## src/rtl/tmr_prot_pkg.sv

```systemverilog
// Package: word selects and protection level encoding shared by the
// settings bank and its submodules. Assumes a 2-bit word address.
package tmr_prot_pkg;
    localparam int SEL_W = 2;
    localparam logic [SEL_W-1:0] SEL_LVL  = 2'd0;
    localparam logic [SEL_W-1:0] SEL_BRK  = 2'd1;
    localparam logic [SEL_W-1:0] SEL_IDLE = 2'd2;
    localparam logic [SEL_W-1:0] SEL_CHAN = 2'd3;
    localparam int CH_BYTE = 8;

    typedef enum logic [1:0] {
        PROT_NONE  = 2'b00,
        PROT_BASIC = 2'b01,
        PROT_POL   = 2'b10,
        PROT_FULL  = 2'b11
    } prot_lvl_e;
endpackage

```

## src/rtl/prot_level_reg.sv

```systemverilog
// Module: holds the 2-bit protection level. Accepts exactly one write
// after reset; every later write is dropped until reset.
// Assumes: wr_hit is already qualified with the level word address.
module prot_level_reg (
    input  logic       clk,
    input  logic       rst_n,
    input  logic       wr_hit,
    input  logic [1:0] wr_lvl,
    output logic [1:0] level_o
);
    logic [1:0] lvl_q;
    logic       taken_q;

    // Purpose: capture the first level write and mark the slot as used.
    always_ff @(posedge clk) begin
        if (!rst_n) begin
            lvl_q   <= 2'b00;
            taken_q <= 1'b0;
        end else if (wr_hit && !taken_q) begin
            lvl_q   <= wr_lvl;
            taken_q <= 1'b1;
        end
    end

    assign level_o = lvl_q;

    // the first write lands in the level register
    a_r2_first_take: assert property (@(posedge clk) disable iff (!rst_n)
        (wr_hit && !taken_q) |=> (lvl_q == $past(wr_lvl)));
    // once taken, the level never moves before reset
    a_r3_level_frozen: assert property (@(posedge clk) disable iff (!rst_n)
        taken_q |=> ($stable(lvl_q) && taken_q));
endmodule

```

## src/rtl/prot_mask_gen.sv

```systemverilog
// Module: turns the protection level into three cumulative lock flags.
// Assumes: level encoding of tmr_prot_pkg; flags are combinational.
module prot_mask_gen
    import tmr_prot_pkg::*;
(
    input  logic [1:0] level_i,
    output logic       lock_base_o,
    output logic       lock_pol_o,
    output logic       lock_ctrl_o
);
    prot_lvl_e lvl;

    // Purpose: decode the level into nested lock groups.
    always_comb begin
        lvl         = prot_lvl_e'(level_i);
        lock_base_o = (lvl != PROT_NONE);
        lock_pol_o  = (lvl == PROT_POL) || (lvl == PROT_FULL);
        lock_ctrl_o = (lvl == PROT_FULL);
    end
endmodule

```

## src/rtl/chan_cfg_slot.sv

```systemverilog
// Module: settings of one channel (direction, mode, preload, polarities).
// Polarity and control locks apply only while the stored direction is
// output (00); the direction field itself is always writable.
// Assumes: wr_hit is qualified with the channel word address.
module chan_cfg_slot
    import tmr_prot_pkg::*;
(
    input  logic               clk,
    input  logic               rst_n,
    input  logic               wr_hit,
    input  logic [CH_BYTE-1:0] wbyte,
    input  logic               lock_pol,
    input  logic               lock_ctrl,
    output logic [1:0]         dir_o,
    output logic [2:0]         mode_o,
    output logic               pre_o,
    output logic               pol_o,
    output logic               pol_n_o,
    output logic [CH_BYTE-1:0] rbyte
);
    logic [1:0] dir_q;
    logic [2:0] mode_q;
    logic       pre_q, pol_q, pol_n_q;
    logic       is_out;

    assign is_out = (dir_q == 2'b00);

    // Purpose: apply a channel write, dropping locked bits of output channels.
    always_ff @(posedge clk) begin
        if (!rst_n) begin
            dir_q   <= 2'b00;
            mode_q  <= 3'b000;
            pre_q   <= 1'b0;
            pol_q   <= 1'b0;
            pol_n_q <= 1'b0;
        end else if (wr_hit) begin
            dir_q <= wbyte[1:0];
            if (!(lock_ctrl && is_out)) begin
                mode_q <= wbyte[4:2];
                pre_q  <= wbyte[5];
            end
            if (!(lock_pol && is_out)) begin
                pol_q   <= wbyte[6];
                pol_n_q <= wbyte[7];
            end
        end
    end

    assign dir_o   = dir_q;
    assign mode_o  = mode_q;
    assign pre_o   = pre_q;
    assign pol_o   = pol_q;
    assign pol_n_o = pol_n_q;
    assign rbyte   = {pol_n_q, pol_q, pre_q, mode_q, dir_q};

    // locked control fields of an output channel hold
    a_r7_ctrl_hold: assert property (@(posedge clk) disable iff (!rst_n)
        (wr_hit && lock_ctrl && is_out) |=> ($stable(mode_q) && $stable(pre_q)));
    // locked polarities of an output channel hold
    a_r6_pol_hold: assert property (@(posedge clk) disable iff (!rst_n)
        (wr_hit && lock_pol && is_out) |=> ($stable(pol_q) && $stable(pol_n_q)));
    // an input channel takes every written bit
    a_r8_input_open: assert property (@(posedge clk) disable iff (!rst_n)
        (wr_hit && !is_out) |=> (rbyte == $past(wbyte)));
endmodule

```

## src/rtl/tmr_prot_cfg.sv

```systemverilog
// Module: write-protected settings bank of a PWM timer. Holds dead time,
// break controls, off-state selects, idle levels and per-channel settings.
// A write-once protection level decides which bits a write may change.
// Assumes: one access per cycle; read data is combinational from addr.
module tmr_prot_cfg
    import tmr_prot_pkg::*;
#(
    parameter int NCH    = 4,
    parameter int DT_W   = 8,
    parameter int DATA_W = 32
) (
    input  logic                clk,
    input  logic                rst_n,
    input  logic                wr_en,
    input  logic [SEL_W-1:0]    addr,
    input  logic [DATA_W-1:0]   wdata,
    output logic [DATA_W-1:0]   rdata,
    output logic [1:0]          level_o,
    output logic [DT_W-1:0]     dead_time_o,
    output logic                brk_en_o,
    output logic                brk_pol_o,
    output logic                aoe_o,
    output logic                off_idle_o,
    output logic                off_run_o,
    output logic [NCH-1:0]      idle_lvl_o,
    output logic [NCH-1:0]      idle_lvl_n_o,
    output logic [2*NCH-1:0]    ch_dir_o,
    output logic [3*NCH-1:0]    ch_mode_o,
    output logic [NCH-1:0]      ch_pre_o,
    output logic [NCH-1:0]      ch_pol_o,
    output logic [NCH-1:0]      ch_pol_n_o
);
    localparam int B_EN   = DT_W;
    localparam int B_POL  = DT_W + 1;
    localparam int B_AOE  = DT_W + 2;
    localparam int B_OIDL = DT_W + 3;
    localparam int B_ORUN = DT_W + 4;
    localparam int CH_W   = NCH * CH_BYTE;

    logic wr_lvl, wr_brk, wr_idle, wr_chan;
    logic lock_base, lock_pol, lock_ctrl;
    logic [DT_W-1:0] dt_q;
    logic brk_en_q, brk_pol_q, aoe_q, oidl_q, orun_q;
    logic brk_en_d1, brk_pol_d1;
    logic [NCH-1:0] idle_q, idle_n_q;
    logic [CH_W-1:0] chan_rd;

    // Purpose: qualify the write strobe per word.
    always_comb begin
        wr_lvl  = wr_en && (addr == SEL_LVL);
        wr_brk  = wr_en && (addr == SEL_BRK);
        wr_idle = wr_en && (addr == SEL_IDLE);
        wr_chan = wr_en && (addr == SEL_CHAN);
    end

    prot_level_reg u_lvl (
        .clk     (clk),
        .rst_n   (rst_n),
        .wr_hit  (wr_lvl),
        .wr_lvl  (wdata[1:0]),
        .level_o (level_o)
    );

    prot_mask_gen u_mask (
        .level_i     (level_o),
        .lock_base_o (lock_base),
        .lock_pol_o  (lock_pol),
        .lock_ctrl_o (lock_ctrl)
    );

    // Purpose: store the dead-time/break word, honouring both lock groups.
    always_ff @(posedge clk) begin
        if (!rst_n) begin
            dt_q      <= '0;
            brk_en_q  <= 1'b0;
            brk_pol_q <= 1'b0;
            aoe_q     <= 1'b0;
            oidl_q    <= 1'b0;
            orun_q    <= 1'b0;
        end else if (wr_brk) begin
            if (!lock_base) begin
                dt_q      <= wdata[DT_W-1:0];
                brk_en_q  <= wdata[B_EN];
                brk_pol_q <= wdata[B_POL];
                aoe_q     <= wdata[B_AOE];
            end
            if (!lock_pol) begin
                oidl_q <= wdata[B_OIDL];
                orun_q <= wdata[B_ORUN];
            end
        end
    end

    // Purpose: one-clock lag on the exported break controls.
    always_ff @(posedge clk) begin
        if (!rst_n) begin
            brk_en_d1  <= 1'b0;
            brk_pol_d1 <= 1'b0;
        end else begin
            brk_en_d1  <= brk_en_q;
            brk_pol_d1 <= brk_pol_q;
        end
    end

    // Purpose: store idle output levels unless the base lock is set.
    always_ff @(posedge clk) begin
        if (!rst_n) begin
            idle_q   <= '0;
            idle_n_q <= '0;
        end else if (wr_idle && !lock_base) begin
            idle_q   <= wdata[NCH-1:0];
            idle_n_q <= wdata[2*NCH-1:NCH];
        end
    end

    for (genvar gi = 0; gi < NCH; gi++) begin : g_ch
        chan_cfg_slot u_slot (
            .clk       (clk),
            .rst_n     (rst_n),
            .wr_hit    (wr_chan),
            .wbyte     (wdata[gi*CH_BYTE +: CH_BYTE]),
            .lock_pol  (lock_pol),
            .lock_ctrl (lock_ctrl),
            .dir_o     (ch_dir_o[gi*2 +: 2]),
            .mode_o    (ch_mode_o[gi*3 +: 3]),
            .pre_o     (ch_pre_o[gi]),
            .pol_o     (ch_pol_o[gi]),
            .pol_n_o   (ch_pol_n_o[gi]),
            .rbyte     (chan_rd[gi*CH_BYTE +: CH_BYTE])
        );
    end

    // Purpose: combinational read mux over the four words.
    always_comb begin
        rdata = '0;
        case (addr)
            SEL_LVL:  rdata[1:0] = level_o;
            SEL_BRK: begin
                rdata[DT_W-1:0] = dt_q;
                rdata[B_EN]     = brk_en_q;
                rdata[B_POL]    = brk_pol_q;
                rdata[B_AOE]    = aoe_q;
                rdata[B_OIDL]   = oidl_q;
                rdata[B_ORUN]   = orun_q;
            end
            SEL_IDLE: rdata[2*NCH-1:0] = {idle_n_q, idle_q};
            default:  rdata[CH_W-1:0] = chan_rd;
        endcase
    end

    assign dead_time_o  = dt_q;
    assign brk_en_o     = brk_en_d1;
    assign brk_pol_o    = brk_pol_d1;
    assign aoe_o        = aoe_q;
    assign off_idle_o   = oidl_q;
    assign off_run_o    = orun_q;
    assign idle_lvl_o   = idle_q;
    assign idle_lvl_n_o = idle_n_q;

    // with no lock, the dead time follows the write
    a_r4_open_write: assert property (@(posedge clk) disable iff (!rst_n)
        (wr_brk && !lock_base) |=> (dt_q == $past(wdata[DT_W-1:0])));
    // the base lock freezes dead time, break bits and idle levels
    a_r5_base_hold: assert property (@(posedge clk) disable iff (!rst_n)
        (wr_en && lock_base) |=> ($stable(dt_q) && $stable(brk_en_q) &&
                                  $stable(aoe_q) && $stable(idle_q) && $stable(idle_n_q)));
    // the polarity lock freezes both off-state bits
    a_r6_off_hold: assert property (@(posedge clk) disable iff (!rst_n)
        (wr_brk && lock_pol) |=> ($stable(oidl_q) && $stable(orun_q)));
    // unlocked bits in a partly locked word still update
    a_r9_partial: assert property (@(posedge clk) disable iff (!rst_n)
        (wr_brk && lock_base && !lock_pol) |=> (orun_q == $past(wdata[B_ORUN])));
    // an exported break bit moves only two edges after a write to its word
    a_r10_brk_lag: assert property (@(posedge clk) disable iff (!rst_n)
        (brk_en_o != $past(brk_en_o)) |-> $past(wr_en && (addr == SEL_BRK), 2));
endmodule

```

## config.mk

```make
export PLATFORM = sky130hd
export DESIGN_NAME = tmr_prot_cfg
export DESIGN_NICKNAME = d
export VERILOG_FILES = /design/src/rtl/tmr_prot_pkg.sv /design/src/rtl/prot_level_reg.sv /design/src/rtl/prot_mask_gen.sv /design/src/rtl/chan_cfg_slot.sv /design/src/rtl/tmr_prot_cfg.sv
export SDC_FILE = /design/constraint.sdc
export NUM_CORES = 1
export LEC_CHECK = 0
export BUFFER_PORTS_ARGS = -buffer_cell sky130_fd_sc_hd__buf_4
export CORE_MARGIN = 2
export CORE_UTILIZATION = 30
export DETAILED_ROUTE_END_ITERATION = 10
export PLACE_DENSITY = 0.66
export SLEW_MARGIN = 25
export SYNTH_ARGS = -nofsm -noshare
export SYNTH_HDL_FRONTEND = slang
export SYNTH_HIERARCHICAL = 1
export SYNTH_SLANG_ARGS = --single-unit
```

## constraint.sdc

```tcl
create_clock -name clk -period 2.2 [get_ports clk]
set_input_delay 0.44 -clock clk [delete_from_list [all_inputs] [get_ports clk]]
set_output_delay 0.44 -clock clk [all_outputs]
set_load 0.02 [all_outputs]
```

==> out/results.ini, run 1 <==
[sta]
tightest_slew_ps = 403.2
hold_viol = 0
min_period_over_period_pct = 88.53
finalSetupTns_ps = 0
fmax_mhz = 513.5
skew_ps = 12.12
finalMaxSlewViolations = 0
relSlewSlack_pct = 73.12
min_period_ps = 1948
setup_ws_ps = 252.4
finalSetupViolations = 0
rsz0062_at_grt = no

[clock_network]
clk_latency_ps = 330
ctsLongestPathBuffers = 2
cts_resized = 0
postCtsSetupBuffers = 0
clkSlewWorstSetupHoldPaths_ps = 70
cts.sinks = 58
cts_tree = yes
cts_buffers = 9
cts_hold_buf = 0
cts_root_buf = clkbuf_8
cts_max_level = 3

[global_route]
grt_max_degree = 42
first_global_vias = 2384
globalRouteOverflowTotal = 0
grt_pass1_wl_um = 12150
antenna_found_initial = 0
gr-usage-all-layers_pct = 13.88

[power_and_ir_drop]
p_int_uw = 1784
powerDensity_mw_per_mm2 = 597.3
leakage_uw = 0.001879
power_frac_seq_pct = 46.0
vdd_ir_drop_max_v = 0.0002549
p_sw_uw = 645.4
switching_share_pct = 26.56
pwr-share-clk_pct = 38.4
combPwrFrac_pct = 15.6

[flow_run]
maxCapViolCount = 0

[setup_path]
ff2ff_path_depth = 4
arrival_ps = 1510
crit_top_cell = buf_4
r2r_start = u_lvl/level_o[1]$_SDFFE_PN0P_
path_class = input port to output port
r2r_end = dead_time_o[7]$_SDFFE_PN0P_
startpoint = addr[1]
start_kind = input port
r2r_slack_ps = 640
crit_required_ps = 1760
worstSetupEndpointType = output port
cp_slowest_stage_delay_ps = 600
crit_fanout = 27
endpoint = rdata[1]
critPathSlowestCell = mux4_1
path_cells = buf_4, mux4_1, buf_4

[logic_synthesis]
synth_ff_type = dfxtp_1
ys_ff_latch = 58
syn_area_sq_mm = 0.003072
synth_edf_count = 0
avgSynthCellArea_sq_um = 9.451
yosysWarnings = 6
async_flop_share_pct = 0
ys_types = 27
syn-num-nets = 362
ys_seq_area_share_pct = 37.80
synth_cells = 325

[outcome]
status = finished clean

[die]
row_count = 36
start_util_pct = 31.14
fp.dieW_um = 105.2
ios = 124
core_sq_mm = 0.009864
die-area_sq_mm = 0.01106
dieHeight_um = 105.2

[detailed_routing]
drc = 0
num_vias = 2456
antenna_left = 0
totalWireLength_um = 7606
dr.pass1.iters = 4
drt_iter0_markers = 95
wl_per_cell_um = 13.73
viasPerCell = 4.433

[cells_and_area]
diodes = 0
fin_nets = 454
fin_cells = 554
mostFrequentLayoutCells = buf_4, nand2_1, mux2i_1
nFillCells = 985
area_delta_synth_final_pct = 32.42
layout-drive-gt1-share_pct = 40.14
final_common_cell = buf_4

[placement]
io_buffer_count = 123
dp_hpwl_um = 5513
placed_cells = 539
gp_congestion = 0.7269
pre_cts_slack_ps = 231.2

[hold_path]
hp-class = input port to register

[cells in the mapped netlist (all sizes together) (2+ instances only)]
cell type  number  area [sq um]
mux4            2         52.55
nor2b          14         95.09
clkbuf          8         30.03
dfxtp          58          1161
mux2            6         71.31
a22o            6         52.55
and4bb          3         41.29
mux2i          60         600.6
nor2            4         25.02
a21boi          8         120.1
inv             2         7.510
and3           20         125.1
nand2          86         322.8
buf            43         327.8
[worst min-delay path by stage]
| stage | from | depth (start not counted) | end |
|---|---|---|---|
| 3_3_place_gp | brk_en_q$_SDFFE_PN0P_ | 2 | brk_en_o$_SDFF_PN0_ |
| 6_report | wdata[23] | 3 | g_ch[2].u_slot/pol_n_o$_SDFFE_PN0P_ |
| 3_5_place_dp | brk_en_q$_SDFFE_PN0P_ | 2 | brk_en_o$_SDFF_PN0_ |
| 4_1_cts | wdata[22] | 3 | g_ch[2].u_slot/pol_o$_SDFFE_PN0P_ |
| 2_1_floorplan | brk_en_q$_SDFFE_PN0P_ | 2 | brk_en_o$_SDFF_PN0_ |
| 5_1_grt | wdata[23] | 3 | g_ch[2].u_slot/pol_n_o$_SDFFE_PN0P_ |
[power by group through the flow]
stage	clock [uW]	combinational, uW	sequential (uW)
6_report	932	379	1120
5_1_grt	1010	411	1120
4_1_cts	974	386	1120
3_5_place_dp	0	386	1140
3_3_place_gp	0	379	1140
2_1_floorplan	0	205	1180
[flip-flops by register name, summed over array words and instances, names as in the netlist]
register,flops
idle_lvl_n_o,4
g_ch.u_slot/pol_n_o,4
g_ch.u_slot/pol_o,4
idle_lvl_o,4
brk_pol_o,1
g_ch.u_slot/pre_o,4
u_lvl/level_o,2
brk_en_o,1
u_lvl/taken_q,1
aoe_o,1
brk_en_q,1
g_ch.u_slot/mode_o,12
brk_pol_q,1
g_ch.u_slot/dir_o,8
dead_time_o,8
off_run_o,1
off_idle_o,1
[worst max-delay path: cells and delay by family]
kind	cells	cell delay, ps
buffers and inverters	2	470
muxes	1	600
[per-layer routing]
layer	routed length, um	GRT usage, %	up-vias	part of all wire (%)
met2	3683	22.53	77	48
met5	0	0	-	0
li1	-	-	1239	-
met1	3397	17.47	1130	45
met4	125	6.381	0	1.6
met3	398	2.994	10	5.2
[layout make-up]
class	count	area, sq um	share of cell area (%)
timing repair buffer	132	1003	24.67
clock buffer	10	127.6	3.137
inverter	2	7.507	0.1846
sequential	58	1161	28.54
clock inverter	5	56.30	1.384
multi-input combinational	214	1545	37.99
tap	133	166.4	4.091
[cells by family after synthesis]
| family | after synthesis | share of synthesized area [%] |
|---|---|---|
| compound gates | 15 | 5.865 |
| buf+inv | 53 | 11.89 |
| flops | 58 | 37.80 |
| mux | 68 | 23.58 |
| simple gates | 131 | 20.86 |
[stage by stage]
step                total power [uW]  area, sq um  hold slack [ps]  utilization (%)
finish                          2430         4068            359.1            41.24
CTS                             2478         4068            341.1            41.24
global route                    2544         4068            349.7            41.24
global placement                1520         3884            450.3            39.37
floorplan                       1384         3072            426.7                -
detailed placement              1528         3884            448.6            39.37
No activity file was read; power rests on OpenSTA's default activity.
==> run 2, diff against run 1 <==
Settings changed: GPL_TIMING_DRIVEN set to 0.
==> out/results.ini, run 2 (same netlist as run 1, synthesis figures left out) <==
[setup_path]
crit_fanout = 10
worstSetupEndpointType = output port
r2r_start = u_lvl/level_o[0]$_SDFFE_PN0P_
path_class = input port to output port
start_kind = input port
crit_required_ps = 1760
r2r_slack_ps = 810
ff2ff_path_depth = 4
arrival_ps = 1590
r2r_end = dead_time_o[3]$_SDFFE_PN0P_

[sta]
min_period_over_period_pct = 92.44
skew_ps = 17.30
relSlewSlack_pct = 59.98
hold_viol = 0
fmax_mhz = 491.7
finalMaxSlewViolations = 0
min_period_ps = 2034
setup_ws_ps = 166.3
finalSetupViolations = 0
tightest_slew_ps = 600.4
rsz0062_at_grt = no

[cells_and_area]
layout-drive-gt1-share_pct = 44.28
largest_reg_flops = 12
fin_nets = 495
mostFrequentLayoutCells = buf_4, nand2_1, mux2i_1
area_delta_synth_final_pct = 43.14
fin_util_pct = 44.57
finish.instance_area_sq_mm = 0.004397
diodes = 0
fin_cells = 596
final_common_cell = buf_4

[clock_network]
clk_latency_ps = 340
cts_tree = yes
cts_root_buf = clkbuf_8
cts_buffers = 9
cts_max_level = 3
ctsLongestPathBuffers = 2
clkSlewWorstSetupHoldPaths_ps = 70
cts.sinks = 58
cts_hold_buf = 0

[die]
fp.dieW_um = 105.2
ios = 124
core_sq_mm = 0.009864
row_count = 36
die-area_sq_mm = 0.01106
start_util_pct = 31.14
dieHeight_um = 105.2

[global_route]
first_global_vias = 2551
grt_max_degree = 27
grt_pass1_wl_um = 13520
gr-usage-all-layers_pct = 15.76
antenna_found_initial = 0
globalRouteOverflowTotal = 0

[outcome]
status = finished clean

[power_and_ir_drop]
vdd_ir_drop_max_v = 0.0002451
leakage_uw = 0.002086
switching_share_pct = 25.29
p_int_uw = 2024
combPwrFrac_pct = 15.5
powerDensity_mw_per_mm2 = 616.1
pwr-share-clk_pct = 43.2
p_sw_uw = 685.0
power_frac_seq_pct = 41.3

[placement]
gp_congestion = 0.7294
placed_area_sq_mm = 0.004154
dp_hpwl_um = 6390
io_buffer_count = 122
pre_cts_slack_ps = -528.3
placed_cells = 580

[hold_path]
whs_path_depth = 3
hp-start = wdata[28]
min_delay_worst_endpoint = g_ch[3].u_slot/mode_o[2]$_SDFFE_PN0P_
hp-class = input port to register

[detailed_routing]
antenna_left = 0
drt_iter0_markers = 66
totalWireLength_um = 8695
num_vias = 2672
dr.pass1.iters = 4
wl_per_cell_um = 14.59
viasPerCell = 4.483
drc = 0

[flow_run]
maxCapViolCount = 0

run 2: timing repair:
item,in CTS,in global routing
pin swaps,0,0
setup buffers,0,0
resized for setup,1,1
endpoints found under the setup margin,24,1
run 2: worst max-delay path by stage:
stage,start,end,slack (ps),cells after the start
CTS,addr[1],g_ch[1].u_slot/pre_o$_SDFFE_PN0P_,120,7
global route,addr[1],rdata[15],70,6
global placement,addr[1],g_ch[0].u_slot/mode_o[1]$_SDFFE_PN0P_,-460,7
finish,addr[1],rdata[14],170,6
floorplan,addr[1],g_ch[0].u_slot/mode_o[0]$_SDFFE_PN0P_,210,6
detailed placement,addr[1],g_ch[1].u_slot/pre_o$_SDFFE_PN0P_,-530,7
run 2: final cells by class:
| cell class | instances | area, sq um |
|---|---|---|
| Buffer | 51 | 357.8 |
| Clock buffer | 12 | 165.2 |
| Clock inverter | 4 | 72.57 |
| Fill cell | 965 | 5468 |
| Inverter | 2 | 7.507 |
| Multi-Input combinational cell | 214 | 1550 |
| Sequential cell | 58 | 1161 |
| Tap cell | 133 | 166.4 |
| Timing Repair Buffer | 122 | 915.9 |
run 2: worst max-delay path: stages:
cell and delay [ps]:
buf_4 90, buf_6 160, buf_12 150, clkbuf_1 370
and3_1 240, buf_4 140
run 2: per-stage QoR:
| step | hold WS (ps) | TNS [ps] | total power (uW) |
|---|---|---|---|
| detailed placement | 453.6 | -13560 | 1568 |
| floorplan | 426.7 | 0 | 1384 |
| global route | 345.0 | 0 | 2820 |
| CTS | 338.1 | 0 | 2742 |
| global placement | 451.4 | -12080 | 1562 |
| finish | 357.7 | 0 | 2709 |
run 2: routing by layer:
layer,share of wire [%],GRT usage (%)
met5,0,0
met4,1.1,6.571
met3,4.9,3.057
met2,49,25.62
met1,45,20.30
run 2: power groups by stage:
stage	clock (uW)	sequential (uW)	combinational (uW)
after floorplan	0	1180	205
after global placement	0	1140	420
after detailed placement	0	1140	424
after global routing	1240	1130	453
after CTS	1200	1120	425
final	1170	1120	420
==> run 3, diff against run 2 <==
Settings changed: CORE_ASPECT_RATIO set to 1.75.
==> out/results.ini, run 3 (same netlist as run 1, synthesis figures left out) <==
[outcome]
status = finished clean

[sta]
min_period_ps = 1997
relSlewSlack_pct = 61.02
finalSetupViolations = 0
finalMaxSlewViolations = 0
min_period_over_period_pct = 90.79
rsz0062_at_grt = no
tightest_slew_ps = 584.7
finalSetupTns_ps = 0
skew_ps = 4.852
fmax_mhz = 500.7
setup_ws_ps = 202.7
hold_viol = 0

[setup_path]
arrival_ps = 1560
worstSetupEndpointType = output port
crit_top_cell = buf_4
crit_fanout = 10
start_kind = input port
cp.buffers_inverters = 5
cp_slowest_stage_delay_ps = 340
path_class = input port to output port
critPathSlowestCell = clkbuf_1
path_cells = buf_4, buf_6, buf_12, clkbuf_1, and3_1, buf_4
cp_top_family = buffers and inverters
crit_required_ps = 1760
r2r_slack_ps = 800

[die]
dieHeight_um = 137.9
start_util_pct = 31.00
row_count = 48
fp.dieW_um = 80.49
die-area_sq_mm = 0.01110
ios = 124
core_sq_mm = 0.009910

[power_and_ir_drop]
powerDensity_mw_per_mm2 = 662.1
leakage_uw = 0.002118
vdd_ir_drop_max_v = 0.0005225
pwr-share-clk_pct = 47.6
power_frac_seq_pct = 38.1
switching_share_pct = 24.47
p_int_uw = 2227
combPwrFrac_pct = 14.3
p_sw_uw = 721.8

[global_route]
first_global_vias = 2811
globalRouteOverflowTotal = 0
gr-usage-all-layers_pct = 16.95
antenna_found_initial = 0
grt_pass1_wl_um = 14050
grt_max_degree = 27

[clock_network]
cts_max_level = 3
cts_buffers = 9
cts_root_buf = clkbuf_16
clkSlewWorstSetupHoldPaths_ps = 50
clk_latency_ps = 320
cts.sinks = 58
ctsLongestPathBuffers = 2
cts_hold_buf = 0
cts_tree = yes

[detailed_routing]
antenna_left = 0
viasPerCell = 4.553
totalWireLength_um = 9159
dr.pass1.iters = 4
wl_per_cell_um = 15.58
drt_iter0_markers = 97
num_vias = 2677
drc = 0

[hold_path]
hp-class = input port to register

[placement]
placed_area_sq_mm = 0.004144
dp_hpwl_um = 7053
io_buffer_count = 122
gp_congestion = 0.7494
pre_cts_slack_ps = -513.7

[cells_and_area]
layout-drive-gt1-share_pct = 44.28
finish.instance_area_sq_mm = 0.004454
largest_reg_flops = 12
mostFrequentLayoutCells = buf_4, nand2_1, mux2i_1
fin_nets = 495
diodes = 0
final_common_cell = buf_4
area_delta_synth_final_pct = 45.01

[flow_run]
maxCapViolCount = 0

run 3: cell types whose count changed in the layout (fill, tap and decap cells not counted), sizes merged:
| cell | before | now |
|---|---|---|
| clkbuf | 20 | 19 |
| clkinv | 1 | 3 |
| bufinv | 2 | 1 |
run 3: final cells by class:
| cell class | instances | area, sq um |
|---|---|---|
| inverters | 2 | 7.507 |
| well taps | 125 | 156.4 |
| plain buffers | 51 | 357.8 |
| flip-flops and latches | 58 | 1161 |
| clock inverters | 5 | 52.55 |
| fillers | 1015 | 5455 |
| repair buffers | 122 | 915.9 |
| clock buffers | 11 | 252.7 |
| multi-input cells | 214 | 1550 |
run 3: final timing paths:
| check | startpoint | end | cells after the start |
|---|---|---|---|
| setup / recovery | addr[1] | rdata[17] | 6 |
| hold / removal | wdata[23] | g_ch[2].u_slot/pol_n_o$_SDFFE_PN0P_ | 3 |
| hold reg to reg | brk_en_q$_SDFFE_PN0P_ | brk_en_o$_SDFF_PN0_ | 2 |
| setup reg to reg | u_lvl/level_o[1]$_SDFFE_PN0P_ | brk_en_q$_SDFFE_PN0P_ | 4 |
run 3: metal layers:
metal | GRT usage (%) | up-vias | routed length [um]
met3 | 4.102 | 8 | 567
met5 | 0 | - | 0
li1 | - | 1332 | -
met4 | 6.309 | 0 | 134
met2 | 32.31 | 87 | 5062
met1 | 17.45 | 1250 | 3394
run 3: timing repair:
item,in CTS,in global routing
setup endpoints to repair,24,1
gates resized for setup,1,1
setup buffers,0,0
run 3: power by group through the flow:
| stage | logic, uW | registers (uW) | clock network, uW |
|---|---|---|---|
| 2_1_floorplan | 205 | 1180 | 0 |
| 3_3_place_gp | 421 | 1140 | 0 |
| 3_5_place_dp | 429 | 1140 | 0 |
| 4_1_cts | 429 | 1120 | 1440 |
| 5_1_grt | 457 | 1130 | 1480 |
| 6_report | 423 | 1120 | 1400 |
run 3: worst register-to-register path: stages, from the launching register on:
cell and delay [ps]:
dfxtp_1 360, or2_1 230, and4bb_4 350, buf_6 180, mux2i_1 200
run 3: stage by stage:
| step | power [uW] | cells | utilization (%) | hold WS [ps] |
|---|---|---|---|---|
| 2_1_floorplan | 1384 | 325 | - | 426.7 |
| 3_3_place_gp | 1564 | 572 | 41.82 | 449.8 |
| 3_5_place_dp | 1574 | 572 | 41.82 | 454.5 |
| 4_1_cts | 2994 | 588 | 44.91 | 356.0 |
| 5_1_grt | 3069 | 588 | 44.95 | 372.8 |
| 6_report | 2949 | 588 | 44.95 | 369.1 |
